$ cat config.mk
export PLATFORM = sky130hd
export DESIGN_NAME = sector_update_seq
export DESIGN_NICKNAME = d
export VERILOG_FILES = /design/src/rtl/sus_pkg.sv /design/src/rtl/sus_arbiter.sv /design/src/rtl/sus_rec_plan.sv /design/src/rtl/sus_fsm.sv /design/src/rtl/sector_update_seq.sv
export SDC_FILE = /design/constraint.sdc
export NUM_CORES = 1
export LEC_CHECK = 0
export CORE_MARGIN = 5
export CORE_UTILIZATION = 65
export DETAILED_ROUTE_END_ITERATION = 10
export DONT_BUFFER_PORTS = 1
export GPL_ROUTABILITY_DRIVEN = 0
export PLACE_DENSITY_LB_ADDON = 0.2
export RECOVER_POWER = 25
export SLEW_MARGIN = 20
export SYNTH_ARGS = -nofsm -noshare
export SYNTH_HDL_FRONTEND = slang
export SYNTH_HIERARCHICAL = 1
export SYNTH_SLANG_ARGS = --single-unit
$ cat constraint.sdc
create_clock -name clk -period 5.2 [get_ports clk]
set_clock_uncertainty 0.2 [all_clocks]
set_input_delay 1.3 -clock clk [delete_from_list [all_inputs] [get_ports clk]]
set_output_delay 1.3 -clock clk [all_outputs]
set_load 0.005 [all_outputs]
$ cat src/rtl/sus_pkg.sv
package sus_pkg;

    // Record codes in on-disk order; the engines decode them
    typedef enum logic [1:0] {
        REC_HDR = 2'd0,
        REC_LBL = 2'd1,
        REC_DAT = 2'd2
    } rec_e;

    typedef enum logic [1:0] {
        STS_OK     = 2'd0,
        STS_RDERR  = 2'd1,
        STS_CYLERR = 2'd2
    } sts_e;

    typedef enum logic {
        MODE_DATA   = 1'b0,
        MODE_LBLDAT = 1'b1
    } mode_e;

    typedef enum logic [2:0] {
        S_IDLE,
        S_ARB,
        S_SEEKSEC,
        S_ISSUE,
        S_WAIT,
        S_CLOSE,
        S_FINISH
    } state_e;

endpackage

$ cat src/rtl/sus_arbiter.sv
module sus_arbiter #(
    parameter int N = 3
) (
    input  logic         clk,
    input  logic         rst_n,
    input  logic [N-1:0] req,
    output logic [N-1:0] owner
);

    logic [N-1:0] pick;

    // lowest requesting index wins
    always_comb begin
        pick = '0;
        for (int i = N - 1; i >= 0; i--) begin
            if (req[i]) begin
                pick = '0;
                pick[i] = 1'b1;
            end
        end
    end

    always_ff @(posedge clk) begin
        if (!rst_n) begin
            owner <= '0;
        end else if (owner == '0) begin
            owner <= pick;
        end else if ((owner & req) == '0) begin
            owner <= '0;
        end
    end


    owner_onehot_chk: assert property (@(posedge clk) disable iff (!rst_n)
        $onehot0(owner));


    owner_hold_chk: assert property (@(posedge clk) disable iff (!rst_n)
        ((owner != '0) && ((owner & req) != '0)) |=> (owner == $past(owner)));

endmodule

$ cat src/rtl/sus_rec_plan.sv
module sus_rec_plan (
    input  logic       mode,
    input  logic [1:0] rec,
    output logic       is_wr,
    output logic       is_last
);
    import sus_pkg::*;

    always_comb begin
        unique case (rec)
            REC_HDR: is_wr = 1'b0;
            REC_LBL: is_wr = (mode == MODE_LBLDAT);
            REC_DAT: is_wr = 1'b1;
            default: is_wr = 1'b0;
        endcase
        is_last = (rec == REC_DAT);
    end

endmodule

$ cat src/rtl/sus_fsm.sv
module sus_fsm #(
    parameter int CYL_W  = 8,
    parameter int HEAD_W = 1,
    parameter int SEC_W  = 4
) (
    input  logic              clk,
    input  logic              rst_n,
    input  logic              cmd_valid,
    input  logic [CYL_W-1:0]  cmd_cyl,
    input  logic [HEAD_W-1:0] cmd_head,
    input  logic [SEC_W-1:0]  cmd_sector,
    input  logic              cmd_mode,
    input  logic [CYL_W-1:0]  cur_cyl,
    input  logic [SEC_W-1:0]  cur_sector,
    input  logic              sector_mark,
    input  logic              grant,
    input  logic              rd_done,
    input  logic              rd_err,
    input  logic              wr_done,
    output logic              own_req,
    output logic [1:0]        fld_rec,
    output logic [HEAD_W-1:0] fld_head,
    output logic              rd_req,
    output logic              wr_req,
    output logic              wgate,
    output logic              busy,
    output logic              done,
    output logic [1:0]        status
);
    import sus_pkg::*;

    state_e            state;
    logic [HEAD_W-1:0] tgt_head;
    logic [SEC_W-1:0]  tgt_sec;
    logic              mode_q;
    logic [1:0]        rec_q;
    logic [1:0]        sts_q;
    logic              is_wr;
    logic              is_last;
    logic              hit_mark;

    sus_rec_plan u_plan (
        .mode    (mode_q),
        .rec     (rec_q),
        .is_wr   (is_wr),
        .is_last (is_last)
    );

    assign hit_mark = sector_mark && (cur_sector == tgt_sec);

    // state register and transitions
    always_ff @(posedge clk) begin
        if (!rst_n) begin
            state    <= S_IDLE;
            tgt_head <= '0;
            tgt_sec  <= '0;
            mode_q   <= 1'b0;
            rec_q    <= REC_HDR;
            sts_q    <= STS_OK;
        end else begin
            unique case (state)
                S_IDLE: begin
                    if (cmd_valid) begin
                        tgt_head <= cmd_head;
                        tgt_sec  <= cmd_sector;
                        mode_q   <= cmd_mode;
                        rec_q    <= REC_HDR;
                        if (cmd_cyl != cur_cyl) begin
                            sts_q <= STS_CYLERR;
                            state <= S_FINISH;
                        end else begin
                            state <= S_ARB;
                        end
                    end
                end
                S_ARB: begin
                    if (grant) state <= S_SEEKSEC;
                end
                S_SEEKSEC: begin
                    if (hit_mark) begin
                        rec_q <= REC_HDR;
                        state <= S_ISSUE;
                    end
                end
                S_ISSUE: begin
                    state <= S_WAIT;
                end
                S_WAIT: begin
                    if (!is_wr && rd_done) begin
                        if (rd_err) begin
                            sts_q <= STS_RDERR;
                            state <= S_FINISH;
                        end else begin
                            rec_q <= rec_q + 2'd1;
                            state <= S_ISSUE;
                        end
                    end else if (is_wr && wr_done) begin
                        if (is_last) begin
                            state <= S_CLOSE;
                        end else begin
                            rec_q <= rec_q + 2'd1;
                            state <= S_ISSUE;
                        end
                    end
                end
                S_CLOSE: begin
                    sts_q <= STS_OK;
                    state <= S_FINISH;
                end
                S_FINISH: begin
                    state <= S_IDLE;
                end
                default: state <= S_IDLE;
            endcase
        end
    end

    // outputs decoded from state
    always_comb begin
        busy    = (state != S_IDLE);
        own_req = 1'b0;
        rd_req  = 1'b0;
        wr_req  = 1'b0;
        wgate   = 1'b0;
        done    = 1'b0;
        unique case (state)
            S_IDLE:    ;
            S_ARB:     own_req = 1'b1;
            S_SEEKSEC: own_req = 1'b1;
            S_ISSUE: begin
                own_req = 1'b1;
                rd_req  = !is_wr;
                wr_req  = is_wr;
                wgate   = is_wr;
            end
            S_WAIT: begin
                own_req = 1'b1;
                wgate   = is_wr;
            end
            S_CLOSE:   own_req = 1'b1;
            S_FINISH:  done = 1'b1;
            default:   ;
        endcase
        fld_rec  = rec_q;
        fld_head = tgt_head;
        status   = sts_q;
    end


    req_owned_chk: assert property (@(posedge clk) disable iff (!rst_n)
        (rd_req || wr_req) |-> grant);


    wgate_fall_chk: assert property (@(posedge clk) disable iff (!rst_n)
        $fell(wgate) |-> $past(wr_done));


    wgate_rise_chk: assert property (@(posedge clk) disable iff (!rst_n)
        $rose(wgate) |-> wr_req);


    rderr_abort_chk: assert property (@(posedge clk) disable iff (!rst_n)
        (state == S_WAIT && !is_wr && rd_done && rd_err) |=> (done && !wgate));


    done_idle_chk: assert property (@(posedge clk) disable iff (!rst_n)
        done |=> !busy);


    sector_wait_chk: assert property (@(posedge clk) disable iff (!rst_n)
        (state == S_SEEKSEC && !hit_mark) |=> !(rd_req || wr_req));

endmodule

$ cat src/rtl/sector_update_seq.sv
module sector_update_seq #(
    parameter int CYL_W  = 8,
    parameter int HEAD_W = 1,
    parameter int SEC_W  = 4,
    parameter int N_MACH = 3
) (
    input  logic              clk,
    input  logic              rst_n,
    input  logic              cmd_valid,
    input  logic [CYL_W-1:0]  cmd_cyl,
    input  logic [HEAD_W-1:0] cmd_head,
    input  logic [SEC_W-1:0]  cmd_sector,
    input  logic              cmd_mode,
    input  logic [CYL_W-1:0]  cur_cyl,
    input  logic [SEC_W-1:0]  cur_sector,
    input  logic              sector_mark,
    input  logic [N_MACH-2:0] oth_req,
    output logic [N_MACH-1:0] eng_owner,
    output logic [1:0]        fld_rec,
    output logic [HEAD_W-1:0] fld_head,
    output logic              rd_req,
    input  logic              rd_done,
    input  logic              rd_err,
    output logic              wr_req,
    input  logic              wr_done,
    output logic              wgate,
    output logic              busy,
    output logic              done,
    output logic [1:0]        status
);

    localparam int SELF = 0;

    logic own_req;
    logic grant;

    sus_arbiter #(.N(N_MACH)) u_arb (
        .clk   (clk),
        .rst_n (rst_n),
        .req   ({oth_req, own_req}),
        .owner (eng_owner)
    );

    assign grant = eng_owner[SELF];

    sus_fsm #(
        .CYL_W  (CYL_W),
        .HEAD_W (HEAD_W),
        .SEC_W  (SEC_W)
    ) u_fsm (
        .clk         (clk),
        .rst_n       (rst_n),
        .cmd_valid   (cmd_valid),
        .cmd_cyl     (cmd_cyl),
        .cmd_head    (cmd_head),
        .cmd_sector  (cmd_sector),
        .cmd_mode    (cmd_mode),
        .cur_cyl     (cur_cyl),
        .cur_sector  (cur_sector),
        .sector_mark (sector_mark),
        .grant       (grant),
        .rd_done     (rd_done),
        .rd_err      (rd_err),
        .wr_done     (wr_done),
        .own_req     (own_req),
        .fld_rec     (fld_rec),
        .fld_head    (fld_head),
        .rd_req      (rd_req),
        .wr_req      (wr_req),
        .wgate       (wgate),
        .busy        (busy),
        .done        (done),
        .status      (status)
    );

endmodule

==> results of run 1 <==
cells in the final DEF, fill, tap and decap left out, types with 4 or more instances in the layout:
master / netlist / layout
dfxtp_1: 16 / 16
nor2_1: 14 / 14
xor2_1: 11 / 11
a21oi_1: 9 / 9
mux2i_1: 9 / 9
nand2_1: 8 / 8
inv_1: 7 / 7
nand3_1: 5 / 5
a31oi_1: 4 / 4
stage by stage:
| stage | total power [mW] | setup slack, ps | hold slack, ps | area (µm²) | util (%) |
|---|---|---|---|---|---|
| detailed placement | 0.4379 | 2414 | 278.8 | 1064 | 68.99 |
| global placement | 0.4267 | 2443 | 272.1 | 1064 | 68.99 |
| CTS | 0.5031 | 2095 | 292.5 | 1086 | 70.45 |
| global route | 0.5362 | 1944 | 306.3 | 1081 | 70.13 |
| floorplan | 0.4026 | 2542 | 251.1 | 1070 | - |
| finish | 0.4998 | 2102 | 284.3 | 1081 | 70.13 |
flip-flops by register name (all words and copies together), names as in the netlist:
name            flops
u_fsm/tgt_sec       4
u_arb/owner         3
u_fsm/state         3
u_fsm/fld_rec       2
u_fsm/status        2
u_fsm/fld_head      1
u_fsm/mode_q        1
area by class of cell:
type	instances	share of cell area [%]
multi-input combinational	101	64.00
sequential	16	29.63
inverter	7	2.431
clock buffer	3	2.083
tap	16	1.852
how the worst max path moves through the flow:
stage / startpoint / to / slack, ps / depth (start not counted)
final: u_fsm/fld_rec[0] / wgate / 2100 / 5
after global routing: u_fsm/fld_rec[0] / wgate / 1940 / 5
after CTS: u_fsm/fld_rec[0] / wgate / 2090 / 5
after detailed placement: u_fsm/fld_rec[0] / wgate / 2410 / 5
after global placement: u_fsm/fld_rec[0] / wgate / 2440 / 5
after floorplan: u_fsm/fld_rec[0] / wgate / 2540 / 5
power breakdown:
group | total [mW] | internal (mW) | switching (mW) | leakage [nW]
clock | 0.0651 | 0.0269 | 0.0381 | 0.0138
combinational | 0.223 | 0.107 | 0.116 | 0.275
sequential | 0.212 | 0.154 | 0.0586 | 0.131
routing by layer:
metal | vias to the layer above | global-route usage, % | routed length [µm]
met5 | - | 0 | 0
met4 | 0 | 12.77 | 58
li1 | 457 | - | -
met2 | 42 | 30.37 | 1228
met3 | 4 | 3.254 | 174
met1 | 432 | 21.35 | 895
cell families after synthesis:
| family | after synthesis |
|---|---|
| simple gates | 52 |
| compound gates | 26 |
| flops | 16 |
| xor+xnor | 12 |
| buf+inv | 12 |
| mux | 9 |
| fa+ha+maj | 2 |
critical path, delay by kind of cell (launching register included):
kind                       cells  cell delay, ps
DFF                            1             440
buffers and inverters          2             170
and+or+nand+nor                1             250
adders and majority gates      1             290
AOI/OAI and AO/OA              1             170
==> results.cfg, run 1 <==
[status]
status = finished clean

[synthesis]
syn_inst = 129
synth-compound-area-share_pct = 15.91
synth.avg_cell_area_um2 = 8.293
synth_edf_count = 0
synth_top_family_by_area = simple AND/OR/NAND/NOR gates
seq_area_frac_synth_pct = 29.94
async_flop_share_pct = 0
muxShareOfSynthArea_pct = 8.421
netlist_top_cells_area = dfxtp_1, xor2_1, mux2i_1
ys_ff_latch = 16
synth_cell_type_count = 39
synthSimpleGateAreaFrac_pct = 28.65
synth_xor_area_share_pct = 9.825
netlist.area_leader.share_pct = 29.94
syn_nets = 166
synth_top_area_cell = dfxtp_1
ys_warn_count = 6
synth_top_cells_by_count = dfxtp_1, nor2_1, xor2_1, a21oi_1, mux2i_1
synth_fa_ha_area_share_pct = 2.339
synthFlopType = dfxtp_1
yosysMostFrequentCell = dfxtp_1
synthesis.area_um2 = 1070

[timing]
fin_crit_ps = 3098
rsz0062_at_grt = false
slew_violations = 0
setup_viol = 0
worst_pin_slew_ps = 523.9
fin_crit_sh_pct = 59.58
hold_viol = 0
max_clock_freq_ghz = 0.3228
slew_headroom_pct = 65.06
fin_tns_setup_ps = 0

[final_layout]
seqCellArea_um2 = 320.3
stdcell_count = 143
num-nets-final = 166
drive_above_1_share_pct = 8.661
multiInputGateArea_um2 = 691.9
fillerInstances = 136
diodes = 0
areaGrowthSynthToFinish_pct = 1.053

[die]
initial_core_util_pct = 69.40
dieArea_um2 = 2557
rows = 14
die-height_um = 50.57
die_w_um = 50.57
io_pins = 48
core_area_um2 = 1541

[worst_setup_path]
r2r_setup_slack_ps = 2740
crit_chain = inv_1 -> ha_1 -> nor2_1 -> inv_1 -> a21oi_1
path_common_cell = inv_1
path_max_fanout = 6
reg2reg_depth = 8
reg2reg_from = u_fsm/fld_rec[0]
cp-end-kind = output port
cp.arrival_ps = 1600
cp_slowest_cell = dfxtp_1
max_stage_delay_ps = 440
crit_required_ps = 3700
critPathLaunchType = register
crit_type = register to output port
rr_endpoint = u_fsm/fld_rec[1]

[place]
dpl.cell_count = 140
dpl.hpwl_um = 1801
io_buffers = 0

[routing]
ant_nets = 0
finalWirelength_um = 2357
drt-initial-drc-count = 26
drtPass1Iterations = 4
avgRoutedWirePerCell_um = 16.48
drc_errors = 0
via_per_inst = 6.538
dr_total_vias = 935

[cts]
cts_max_level = 1
cts-root-buf = clkbuf_4
clock_latency_ps = 290
cts_resized = 0
postCtsSetupBuffers = 0
clk_path_buf_depth = 2
postCtsHoldBufs = 0
cts_tree = built
cts_sinks = 16
numCtsBuffers = 3
path_clk_slew_ps = 90

[run]
maxCapViolations = 0

[min_path]
holdPathEnd = u_fsm/status[1]
hold_start = u_fsm/status[1]
holdPathStages = 2
hold_class = register to register

[global_route]
grt_pass1_vias = 862
track_usage_pct = 18.48
grt_pass1_wl_um = 3691
antenna_found_initial = 0
grt_overflow_total = 0
grt_max_degree = 17

[pwr]
p_leak_nw = 0.4201
pwr_density_cell_nw_per_um2 = 462.3
irDropWorstVdd_mv = 0.3071
Note: power is estimated with default switching activity, not from simulation.
==> inputs of run 2 (changes only) <==
--- a/config.mk
+++ b/config.mk
@@ -6,7 +6,7 @@
 export NUM_CORES = 1
 export LEC_CHECK = 0
 export CORE_MARGIN = 5
-export CORE_UTILIZATION = 65
+export CORE_UTILIZATION = 55
 export DETAILED_ROUTE_END_ITERATION = 10
 export DONT_BUFFER_PORTS = 1
 export GPL_ROUTABILITY_DRIVEN = 0
==> constraint.sdc (replaced) <==
create_clock -name clk -period 2.6 [get_ports clk]
set_clock_uncertainty 0.2 [all_clocks]
set_input_delay 0.65 -clock clk [delete_from_list [all_inputs] [get_ports clk]]
set_output_delay 0.65 -clock clk [all_outputs]
set_load 0.005 [all_outputs]
==> run 2 against run 1 <==
Against the previous run: first-iteration DRC count fell by 12%; critical path depth is 4 higher; clock-buffer cell count increased by 1; via count down 3.7%; power rose by 110%; die area grew 14%; clock power rose to 2.5 times the previous value; wire length is 4.2% lower; combinational power up 110%; core utilization shrank 11 points; worst setup slack lost 1800 ps.
==> results.cfg, run 2 (synthesis gave the netlist of run 1 again) <==
[status]
status = finished clean

[die]
die-height_um = 54.10
initial_core_util_pct = 56.25
die_w_um = 54.10
io_pins = 48
core_area_um2 = 1902
rows = 16
dieArea_um2 = 2927

[global_route]
grt_overflow_total = 0
grt_pass1_vias = 836
grt_max_degree = 16
antenna_found_initial = 0
track_usage_pct = 16.60
grt_pass1_wl_um = 3525

[pwr]
p_leak_nw = 0.4352
p_int_uw = 618.3
seq_power_share_pct = 38.7
pwr_density_cell_nw_per_um2 = 926.1
irDropWorstVdd_mv = 0.4826
swShare_pct = 40.64
combPwrFrac_pct = 45.7
p_switching_uw = 423.4
p_clk_share_pct = 15.6

[worst_setup_path]
path_buf_inv = 1
critPathLaunchType = register
path_max_fanout = 6
cp.arrival_ps = 2340
crit_type = register to register
path_common_cell = a31oi_1
max_stage_delay_ps = 450
worst_path_dominant_cell_family = simple AND/OR/NAND/NOR gates
crit_required_ps = 2620
cp-end-kind = register
crit_chain = inv_1 -> ha_1 -> a21oi_1 -> nor2_2 -> nand2b_1 -> a31oi_1 -> nand4_2 -> or4_1 -> a31oi_1
cp_slowest_cell = dfxtp_1

[routing]
finalWirelength_um = 2258
via_per_inst = 5.769
ant_nets = 0
drt-initial-drc-count = 23
drtPass1Iterations = 4
avgRoutedWirePerCell_um = 14.47
drc_errors = 0
dr_total_vias = 900

[timing]
slew_violations = 0
worst_pin_slew_ps = 459.0
slew_headroom_pct = 69.36
max_clock_freq_ghz = 0.4295
fin_crit_ps = 2329
timing.final.ws_setup_ps = 271.5
hold_viol = 0
fin_tns_setup_ps = 0
fin_crit_sh_pct = 89.56
setup_viol = 0
rsz0062_at_grt = false

[min_path]
hold_class = primary input to register

[place]
io_buffers = 0
dp_slack_ps = 179.8
dpl.hpwl_um = 1761

[cts]
cts_max_level = 1
numCtsBuffers = 3
cts_sinks = 16
cts-root-buf = clkbuf_4
clk_path_buf_depth = 2
cts_tree = built
postCtsHoldBufs = 0
clock_latency_ps = 290
path_clk_slew_ps = 90

[final_layout]
final_common_cell = dfxtp_1
regMostFlops = u_fsm/tgt_sec
drive_above_1_share_pct = 12.40
areaGrowthSynthToFinish_pct = 5.146
num-nets-final = 167
utilization_pct = 59.14
largest_register_ffs = 4
diodes = 0
biggestRegsByFlops = u_fsm/tgt_sec x4, u_arb/owner x3, u_fsm/state x3
most-common-layout-cells = dfxtp_1, nor2_1, xor2_1, a21oi_1, mux2i_1

[run]
maxCapViolations = 0
==> run 2: cell count changes in the layout (fill, tap and decap cells not counted), sizes merged <==
| cell | before | now |
|---|---|---|
| clkbuf | 3 | 4 |
| buf | 0 | 1 |
==> run 2: layer usage <==
layer | vias up | part of all wire, % | wire [µm] | GRT usage, %
li1 | 461 | - | - | -
met1 | 407 | 41 | 931 | 18.97
met2 | 32 | 48 | 1077 | 28.63
met3 | 0 | 11 | 250 | 7.756
met4 | 0 | 0 | 0 | 2.490
met5 | - | 0 | 0 | 0
==> run 2: what timing repair did <==
item / CTS / global route
setup endpoints to repair: 0 / 3
resized for setup: 0 / 2
buffers inserted: 0 / 0
==> run 2: per-stage QoR <==
stage          power, mW  cell area (µm²)  instances  hold WS (ps)
6_report           1.042             1125        156         284.7
5_1_grt            1.139             1125        156         263.2
4_1_cts            1.050             1121        156         275.8
3_5_place_dp      0.8826             1085        152         274.8
3_3_place_gp      0.8668             1085        152         264.9
2_1_floorplan     0.8052             1070        129         251.1
==> run 2: final cells by class <==
type / count / area, µm²
Sequential cell: 16 / 321.6
Tap cell: 27 / 33.78
Fill cell: 182 / 777.0
Clock buffer: 4 / 36.28
Inverter: 7 / 26.28
Multi-Input combinational cell: 101 / 699.4
Timing Repair Buffer: 1 / 7.507
==> run 2: final timing paths <==
check / start / end / slack [ps] / depth (start not counted)
setup / recovery: u_fsm/fld_rec[1] / u_fsm/fld_rec[1] / 270 / 9
hold / removal: rst_n / u_fsm/state[1] / 280 / 2
setup reg to reg: u_fsm/fld_rec[1] / u_fsm/fld_rec[1] / 270 / 9
hold reg to reg: u_fsm/status[1] / u_fsm/status[1] / 280 / 2
==> run 2: power by group through the flow <==
| stage | Combinational (mW) | Sequential [mW] | Clock [mW] |
|---|---|---|---|
| 6_report | 0.476 | 0.403 | 0.163 |
| 5_1_grt | 0.536 | 0.417 | 0.187 |
| 4_1_cts | 0.477 | 0.403 | 0.169 |
| 3_5_place_dp | 0.474 | 0.408 | 0 |
| 3_3_place_gp | 0.462 | 0.405 | 0 |
| 2_1_floorplan | 0.439 | 0.366 | 0 |
